==> config.mk <==
export PLATFORM = sky130hd
export DESIGN_NAME = dma_ctl_regbank
export DESIGN_NICKNAME = d
export VERILOG_FILES = /design/src/rtl/dmarb_pkg.sv /design/src/rtl/dmarb_rx_regs.sv /design/src/rtl/dmarb_tx_regs.sv /design/src/rtl/dmarb_irq.sv /design/src/rtl/dma_ctl_regbank.sv
export SDC_FILE = /design/constraint.sdc
export NUM_CORES = 2
export LEC_CHECK = 0
export BUFFER_PORTS_ARGS = -buffer_cell sky130_fd_sc_hd__buf_4
export CAP_MARGIN = 40
export CORE_AREA = 2 2 488 490
export DETAILED_ROUTE_END_ITERATION = 8
export DIE_AREA = 0 0 490 492
export PLACE_DENSITY = 0.45
export SLEW_MARGIN = 5
export SYNTH_ARGS = -nofsm -noshare
export SYNTH_HDL_FRONTEND = slang
export SYNTH_SLANG_ARGS = --single-unit
==> constraint.sdc <==
create_clock -name clk -period 2.16 [get_ports clk]
set_input_delay 0.216 -clock clk [delete_from_list [all_inputs] [get_ports clk]]
set_output_delay 0.216 -clock clk [all_outputs]
set_load 0.005 [all_outputs]
==> src/rtl/dmarb_pkg.sv <==
package dmarb_pkg;
   localparam int WIN_BITS = 6;
   // window offsets, receive side
   localparam logic [5:0] RX_DHI = 6'h00;
   localparam logic [5:0] RX_DLO = 6'h04;
   localparam logic [5:0] RX_LEN = 6'h0C;
   localparam logic [5:0] RX_BLK = 6'h10;
   localparam logic [5:0] RX_RUN = 6'h14;
   localparam logic [5:0] RX_ROW = 6'h30;
   // window offsets, transmit side (base 0x18)
   localparam logic [5:0] TX_BASE = 6'h18;
   localparam logic [5:0] TX_DHI = TX_BASE + 6'h00;
   localparam logic [5:0] TX_DLO = TX_BASE + 6'h04;
   localparam logic [5:0] TX_BLK = TX_BASE + 6'h0C;
   localparam logic [5:0] TX_LEN = TX_BASE + 6'h14;
   // global registers
   localparam int GL_AMODE = 'h34;
   localparam int GL_STS   = 'h80000;
   localparam int GL_PEND  = 'h80004;
   localparam int GL_IEN   = 'h80008;
endpackage

==> src/rtl/dmarb_rx_regs.sv <==
module dmarb_rx_regs
   import dmarb_pkg::*;
#(
   parameter int DW = 32
) (
   input  logic          clk,
   input  logic          rst_n,
   input  logic          we,
   input  logic [5:0]    off,
   input  logic [DW-1:0] wdata,
   output logic [DW-1:0] rd_data,
   output logic [DW-1:0] desc_hi,
   output logic [DW-1:0] desc_lo,
   output logic [DW-1:0] len,
   output logic [DW-1:0] blk,
   output logic [DW-1:0] row,
   output logic          run,
   output logic          start,
   output logic          abort
);
   always_ff @(posedge clk) begin
      if (!rst_n) begin
         desc_hi <= '0;
         desc_lo <= '0;
         len     <= '0;
         blk     <= '0;
         row     <= '0;
         run     <= 1'b0;
         start   <= 1'b0;
         abort   <= 1'b0;
      end else begin
         start <= 1'b0;
         abort <= 1'b0;
         if (we) begin
            case (off)
               RX_DHI: desc_hi <= wdata;
               RX_DLO: desc_lo <= wdata;
               RX_LEN: len     <= wdata;
               RX_BLK: blk     <= wdata;
               RX_ROW: row     <= wdata;
               RX_RUN: begin
                  run   <= wdata[0];
                  start <= wdata[0] & ~run;
                  abort <= ~wdata[0] & run;
               end
               default: ;
            endcase
         end
      end
   end

   always_comb begin
      case (off)
         RX_DHI:  rd_data = desc_hi;
         RX_DLO:  rd_data = desc_lo;
         RX_LEN:  rd_data = len;
         RX_BLK:  rd_data = blk;
         RX_ROW:  rd_data = row;
         RX_RUN:  rd_data = {{(DW-1){1'b0}}, run};
         default: rd_data = '0;
      endcase
   end

   // strobes never coincide, and a start leaves the channel running
   a_r5_start_abort_excl: assert property (@(posedge clk) disable iff (!rst_n)
      !(start && abort));
   a_r5_start_sets_run: assert property (@(posedge clk) disable iff (!rst_n)
      start |-> run);
endmodule

==> src/rtl/dmarb_tx_regs.sv <==
module dmarb_tx_regs
   import dmarb_pkg::*;
#(
   parameter int DW = 32
) (
   input  logic          clk,
   input  logic          rst_n,
   input  logic          we,
   input  logic [5:0]    off,
   input  logic [DW-1:0] wdata,
   output logic [DW-1:0] rd_data,
   output logic [DW-1:0] desc_hi,
   output logic [DW-1:0] desc_lo,
   output logic [DW-1:0] len,
   output logic [DW-1:0] blk,
   output logic          start
);
   always_ff @(posedge clk) begin
      if (!rst_n) begin
         desc_hi <= '0;
         desc_lo <= '0;
         len     <= '0;
         blk     <= '0;
         start   <= 1'b0;
      end else begin
         start <= we && (off == TX_DLO);
         if (we) begin
            case (off)
               TX_DHI: desc_hi <= wdata;
               TX_DLO: desc_lo <= wdata;
               TX_BLK: blk     <= wdata;
               TX_LEN: len     <= wdata;
               default: ;
            endcase
         end
      end
   end

   always_comb begin
      case (off)
         TX_DHI:  rd_data = desc_hi;
         TX_DLO:  rd_data = desc_lo;
         TX_BLK:  rd_data = blk;
         TX_LEN:  rd_data = len;
         default: rd_data = '0;
      endcase
   end

   // a start strobe always follows a write of the address-low register
   a_r4_start_after_lo_write: assert property (@(posedge clk) disable iff (!rst_n)
      start |-> $past(we && (off == TX_DLO)));
endmodule

==> src/rtl/dmarb_irq.sv <==
module dmarb_irq #(
   parameter int NCH = 8,
   parameter int DW  = 32
) (
   input  logic           clk,
   input  logic           rst_n,
   input  logic [NCH-1:0] done,
   input  logic           sts_we,
   input  logic           ien_we,
   input  logic [DW-1:0]  wdata,
   output logic [NCH-1:0] sts,
   output logic [NCH-1:0] ien,
   output logic [NCH-1:0] pend,
   output logic           irq
);
   logic [NCH-1:0] clr;
   assign clr = sts_we ? wdata[NCH-1:0] : '0;

   always_ff @(posedge clk) begin
      if (!rst_n) begin
         sts <= '0;
         ien <= '0;
      end else begin
         sts <= (sts & ~clr) | done;
         if (ien_we) ien <= wdata[NCH-1:0];
      end
   end

   assign pend = sts & ien;
   assign irq  = |pend;

   // a status bit only rises on a done pulse
   a_r6_rise_needs_done: assert property (@(posedge clk) disable iff (!rst_n)
      1'b1 |=> ((sts & ~$past(sts) & ~$past(done)) == '0));
   // done beats a simultaneous clear
   a_r8_set_wins: assert property (@(posedge clk) disable iff (!rst_n)
      (|done) |=> ((sts & $past(done)) == $past(done)));
   // bits written as 1 are gone unless a done hit them
   a_r7_w1c_clears: assert property (@(posedge clk) disable iff (!rst_n)
      sts_we |=> ((sts & $past(wdata[NCH-1:0]) & ~$past(done)) == '0));
endmodule

==> src/rtl/dma_ctl_regbank.sv <==
module dma_ctl_regbank
   import dmarb_pkg::*;
#(
   parameter int NUM_PAIRS = 4,
   parameter int ADDR_W    = 20,
   parameter int DW        = 32,
   localparam int NCH      = 2 * NUM_PAIRS,
   localparam int PW       = ADDR_W - WIN_BITS
) (
   input  logic                clk,
   input  logic                rst_n,
   input  logic                bus_wr,
   input  logic                bus_rd,
   input  logic [ADDR_W-1:0]   bus_addr,
   input  logic [DW-1:0]       bus_wdata,
   output logic [DW-1:0]       bus_rdata,
   input  logic [NCH-1:0]      ch_done,
   output logic                irq,
   output logic                addr32,
   output logic [NCH-1:0]      ch_start,
   output logic [NCH-1:0]      ch_abort,
   output logic [NCH*DW-1:0]   ch_desc_hi,
   output logic [NCH*DW-1:0]   ch_desc_lo,
   output logic [NCH*DW-1:0]   ch_len,
   output logic [NCH*DW-1:0]   ch_blk_len,
   output logic [NUM_PAIRS*DW-1:0] rx_row_bytes,
   output logic [NUM_PAIRS-1:0] rx_run
);
   generate
      if (NUM_PAIRS < 1 || NCH > DW) begin : g_bad_pairs
         $error("NUM_PAIRS must give between 2 and DW channels");
      end
      if (ADDR_W < 20) begin : g_bad_aw
         $error("ADDR_W too small for the interrupt registers");
      end
      if (DW < 8) begin : g_bad_dw
         $error("DW too small");
      end
   endgenerate

   logic [PW-1:0]  pair_idx;
   logic [5:0]     win_off;
   logic           in_win;
   logic           hit_amode, hit_sts, hit_pend, hit_ien;
   logic [DW-1:0]  rx_rd [NUM_PAIRS];
   logic [DW-1:0]  tx_rd [NUM_PAIRS];
   logic [NCH-1:0] sts, ien, pend;
   logic [DW-1:0]  rd_next;

   assign pair_idx  = bus_addr[ADDR_W-1:WIN_BITS];
   assign win_off   = bus_addr[WIN_BITS-1:0];
   assign in_win    = (pair_idx < PW'(NUM_PAIRS));
   assign hit_amode = (bus_addr == ADDR_W'(GL_AMODE));
   assign hit_sts   = (bus_addr == ADDR_W'(GL_STS));
   assign hit_pend  = (bus_addr == ADDR_W'(GL_PEND));
   assign hit_ien   = (bus_addr == ADDR_W'(GL_IEN));

   always_ff @(posedge clk) begin
      if (!rst_n)                   addr32 <= 1'b0;
      else if (bus_wr && hit_amode) addr32 <= bus_wdata[0];
   end

   dmarb_irq #(.NCH(NCH), .DW(DW)) u_irq (
      .clk    (clk),
      .rst_n  (rst_n),
      .done   (ch_done),
      .sts_we (bus_wr && hit_sts),
      .ien_we (bus_wr && hit_ien),
      .wdata  (bus_wdata),
      .sts    (sts),
      .ien    (ien),
      .pend   (pend),
      .irq    (irq)
   );

   for (genvar n = 0; n < NUM_PAIRS; n++) begin : g_pair
      logic pwe;
      assign pwe = bus_wr && in_win && (pair_idx == PW'(n));

      dmarb_rx_regs #(.DW(DW)) u_rx (
         .clk     (clk),
         .rst_n   (rst_n),
         .we      (pwe),
         .off     (win_off),
         .wdata   (bus_wdata),
         .rd_data (rx_rd[n]),
         .desc_hi (ch_desc_hi[(2*n)*DW +: DW]),
         .desc_lo (ch_desc_lo[(2*n)*DW +: DW]),
         .len     (ch_len[(2*n)*DW +: DW]),
         .blk     (ch_blk_len[(2*n)*DW +: DW]),
         .row     (rx_row_bytes[n*DW +: DW]),
         .run     (rx_run[n]),
         .start   (ch_start[2*n]),
         .abort   (ch_abort[2*n])
      );

      dmarb_tx_regs #(.DW(DW)) u_tx (
         .clk     (clk),
         .rst_n   (rst_n),
         .we      (pwe),
         .off     (win_off),
         .wdata   (bus_wdata),
         .rd_data (tx_rd[n]),
         .desc_hi (ch_desc_hi[(2*n+1)*DW +: DW]),
         .desc_lo (ch_desc_lo[(2*n+1)*DW +: DW]),
         .len     (ch_len[(2*n+1)*DW +: DW]),
         .blk     (ch_blk_len[(2*n+1)*DW +: DW]),
         .start   (ch_start[2*n+1])
      );
      assign ch_abort[2*n+1] = 1'b0;
   end

   always_comb begin
      rd_next = '0;
      for (int n = 0; n < NUM_PAIRS; n++) begin
         if (in_win && pair_idx == PW'(n)) rd_next = rd_next | rx_rd[n] | tx_rd[n];
      end
      if (hit_amode) rd_next = {{(DW-1){1'b0}}, addr32};
      if (hit_sts)   rd_next = DW'(sts);
      if (hit_pend)  rd_next = DW'(pend);
      if (hit_ien)   rd_next = DW'(ien);
   end

   always_ff @(posedge clk) begin
      if (!rst_n)      bus_rdata <= '0;
      else if (bus_rd) bus_rdata <= rd_next;
   end

   // enable cleared means no interrupt
   a_r10_mask_all: assert property (@(posedge clk) disable iff (!rst_n)
      (ien == '0) |-> !irq);
endmodule

==> impl_metrics.env <==
export IMPL_power_total_mw=50.57
export IMPL_grt_pass1_wl_mm=526.0
export IMPL_fin_ws_ns=-0.1539
export IMPL_r2r_slack_ns=-0.15
export IMPL_ios=1270
export IMPL_r2r_start="g_pair[3].u_rx.row[7]"
export IMPL_leakage_nw=28.19
export IMPL_clk_latency_ns=0.85
export IMPL_hold_depth=5
export IMPL_first_pass_iters=9
export IMPL_yosys_warnings=0
export IMPL_die_w_um=490
export IMPL_place_area_um2=71000
export IMPL_grt_max_degree=99
export IMPL_worstPathRequired_ns=2.88
export IMPL_core_area_um2=236300
export IMPL_place_congestion=0.9346
export IMPL_period_share=1.071
export IMPL_final_cell_mix="nand2_1, buf_4, dfxtp_1"
export IMPL_fill_cells=24720
export IMPL_hold_viol=0
export IMPL_antenna_found_initial=22
export IMPL_htreeDepth=4
export IMPL_grt_pass1_vias=55500
export IMPL_cp_end_kind="flop"
export IMPL_worstSetupPathType="flop to flop"
export IMPL_hold_start="bus_addr[7]"
export IMPL_powerDensity_nw_per_um2=657.7
export IMPL_synth_area_per_cell_um2=7.931
export IMPL_numCtsBuffers=149
export IMPL_reg2reg_depth=8
export IMPL_wl_per_cell_um=35.36
export IMPL_layout_drive_gt1_share=0.3612
export IMPL_start_util=0.2198
export IMPL_tightest_slew_ns=0.8897
export IMPL_synth_seq_cells=1217
export IMPL_slew_headroom=0.4068
export IMPL_skew_ns=0.03535
export IMPL_fp_dieH_um=492
export IMPL_maxCapViolCount=0
export IMPL_nNetsFinal=8113
export IMPL_vias=60040
export IMPL_fin_tns_setup_ns=-0.4616
export IMPL_routed_via_density=5.296
export IMPL_violations="setup timing"
export IMPL_design_area_um2=76890
export IMPL_track_usage=0.3169
export IMPL_overflow=0
export IMPL_place_inst=11010
export IMPL_yosysSeqAreaShare=0.4690
export IMPL_start_kind="flop"
export IMPL_mostFrequentLayoutCell="nand2_1"
export IMPL_rsz0062_at_grt="true"
export IMPL_io_buffers=1265
export IMPL_finalSetupViolations=6
export IMPL_num_rows=179
export IMPL_post_dp_hpwl_mm=302.9
export IMPL_cts_tree="yes"
export IMPL_area_growth_pct=48.02
export IMPL_path_max_fanout=2
export IMPL_cts_root_buffer="clkbuf_16"
export IMPL_synth_edf_count=0
export IMPL_worstHoldEndpoint="g_pair[0].u_rx.start"
export IMPL_post_route_min_period_ns=2.314
export IMPL_final_cells=11340
export IMPL_slew_violations=0
export IMPL_path_clk_slew_ns=0.06
export IMPL_fmax_mhz=432.2
export IMPL_clk_path_buf_depth=3
export IMPL_dieArea_um2=241100
export IMPL_synthFlopType="dfxtp_1"
export IMPL_drc=0
export IMPL_synth_distinct_cells=62
export IMPL_dr_first_iter_drc_count=8607
export IMPL_synthCells=6550
export IMPL_r2r_end="bus_rdata[7]"
export IMPL_holdCritPathClass="input port to flop"
export IMPL_finalWirelength_mm=400.9
export IMPL_synth_area_um2=51940
export IMPL_ir_drop_mv=0.5816
export IMPL_async_reset_ff_frac=0
export IMPL_status="complete, but fails checks"
export IMPL_detail_route_antenna_nets=0
export IMPL_crit_arrival_ns=3.04
export IMPL_cts_sinks=1217
==> worst max-delay path: stages (launching register included) <==
cell and delay [ns]:
dfxtp_2 0.33, mux2_4 0.26, a22o_4 0.26, a222oi_1 0.66, buf_4 0.25, a31o_4 0.16, nand3_4 0.07, nor4_4 0.15
o21ai_1 0.09
==> cells in the mapped netlist, types with 23 or more instances <==
cell type	number	area share
nand2_1	2177	0.16
dfxtp_1	1217	0.47
a21oi_1	978	0.094
clkbuf_1	448	0.032
nand2_2	248	0.030
a21oi_2	230	0.039
a22oi_1	208	0.030
buf_2	159	0.015
a222oi_1	125	0.024
mux2_2	107	0.023
nor2_1	105	0.0076
a31oi_1	96	0.012
a22o_1	82	0.014
nand3_1	43	0.0041
mux2i_1	41	0.0079
buf_6	27	0.0059
nor4_1	26	0.0031
o21ai_1	25	0.0024
buf_4	24	0.0035
o21ai_0	23	0.0022
==> area by class of cell <==
cell class / instances / area, um2 / share of cell area
inverter: 7 / 33.78 / 0.0004394
clock inverter: 41 / 559.3 / 0.007274
sequential: 1217 / 24390 / 0.3172
antenna: 12 / 30.03 / 0.0003905
multi-input combinational: 4657 / 25550 / 0.3322
timing repair buffer: 2017 / 18080 / 0.2351
clock buffer: 219 / 4292 / 0.05582
tap: 3167 / 3963 / 0.05154
==> stage by stage <==
stage / worst slack, ns / hold WS [ns] / util
after floorplan: -0.01192 / 0.3306 / -
after global placement: -1.120 / 0.4236 / 0.3004
after detailed placement: -1.098 / 0.4313 / 0.3005
after CTS: -0.2528 / 0.002924 / 0.3243
after global routing: -0.1787 / 0.08592 / 0.3253
final: -0.1539 / 0.07010 / 0.3254
==> repair_timing <==
action / CTS / global route
buffers inserted: 7 / 2
endpoints found under the setup margin: 16 / 25
pin swaps: 34 / 34
endpoints found under the hold margin: 1136 / 0
resized for setup: 61 / 41
hold buffers: 49 / 0
==> how the worst max path moves through the flow <==
stage | start | end | slack (ns) | depth (start not counted)
global placement | bus_addr[5] | bus_rdata[0] | -1.12 | 11
finish | g_pair[3].u_rx.row[7] | bus_rdata[7] | -0.15 | 8
global route | g_pair[3].u_rx.row[7] | bus_rdata[7] | -0.18 | 8
CTS | g_pair[3].u_rx.blk[0] | bus_rdata[0] | -0.25 | 8
floorplan | bus_addr[17] | g_pair[1].u_rx.blk[10] | -0.01 | 7
detailed placement | bus_addr[5] | bus_rdata[0] | -1.10 | 11
==> metal layers <==
layer / wire length (um) / up-vias / GRT usage
li1: - / 25320 / -
met1: 158100 / 29810 / 0.4001
met2: 180600 / 4141 / 0.5048
met3: 41580 / 763 / 0.08471
met4: 20580 / 2 / 0.1386
met5: 14 / - / 0
==> where the power goes <==
group	internal (mW)	total, mW	switching, mW
registers	22.5	22.5	0.0139
logic	0.616	2.42	1.80
clock network	14.4	25.7	11.3
==> logic make-up after synthesis <==
logic type,Yosys count,share of synthesized area
multiplexers,148,0.03110
other,1,0.00007219
AO/OA/AOI/OAI,1831,0.2275
AND/OR/NAND/NOR,2674,0.2138
flip-flops,1217,0.4690
buffers and inverters,679,0.05853
Note: power is estimated with default switching activity, not from simulation.
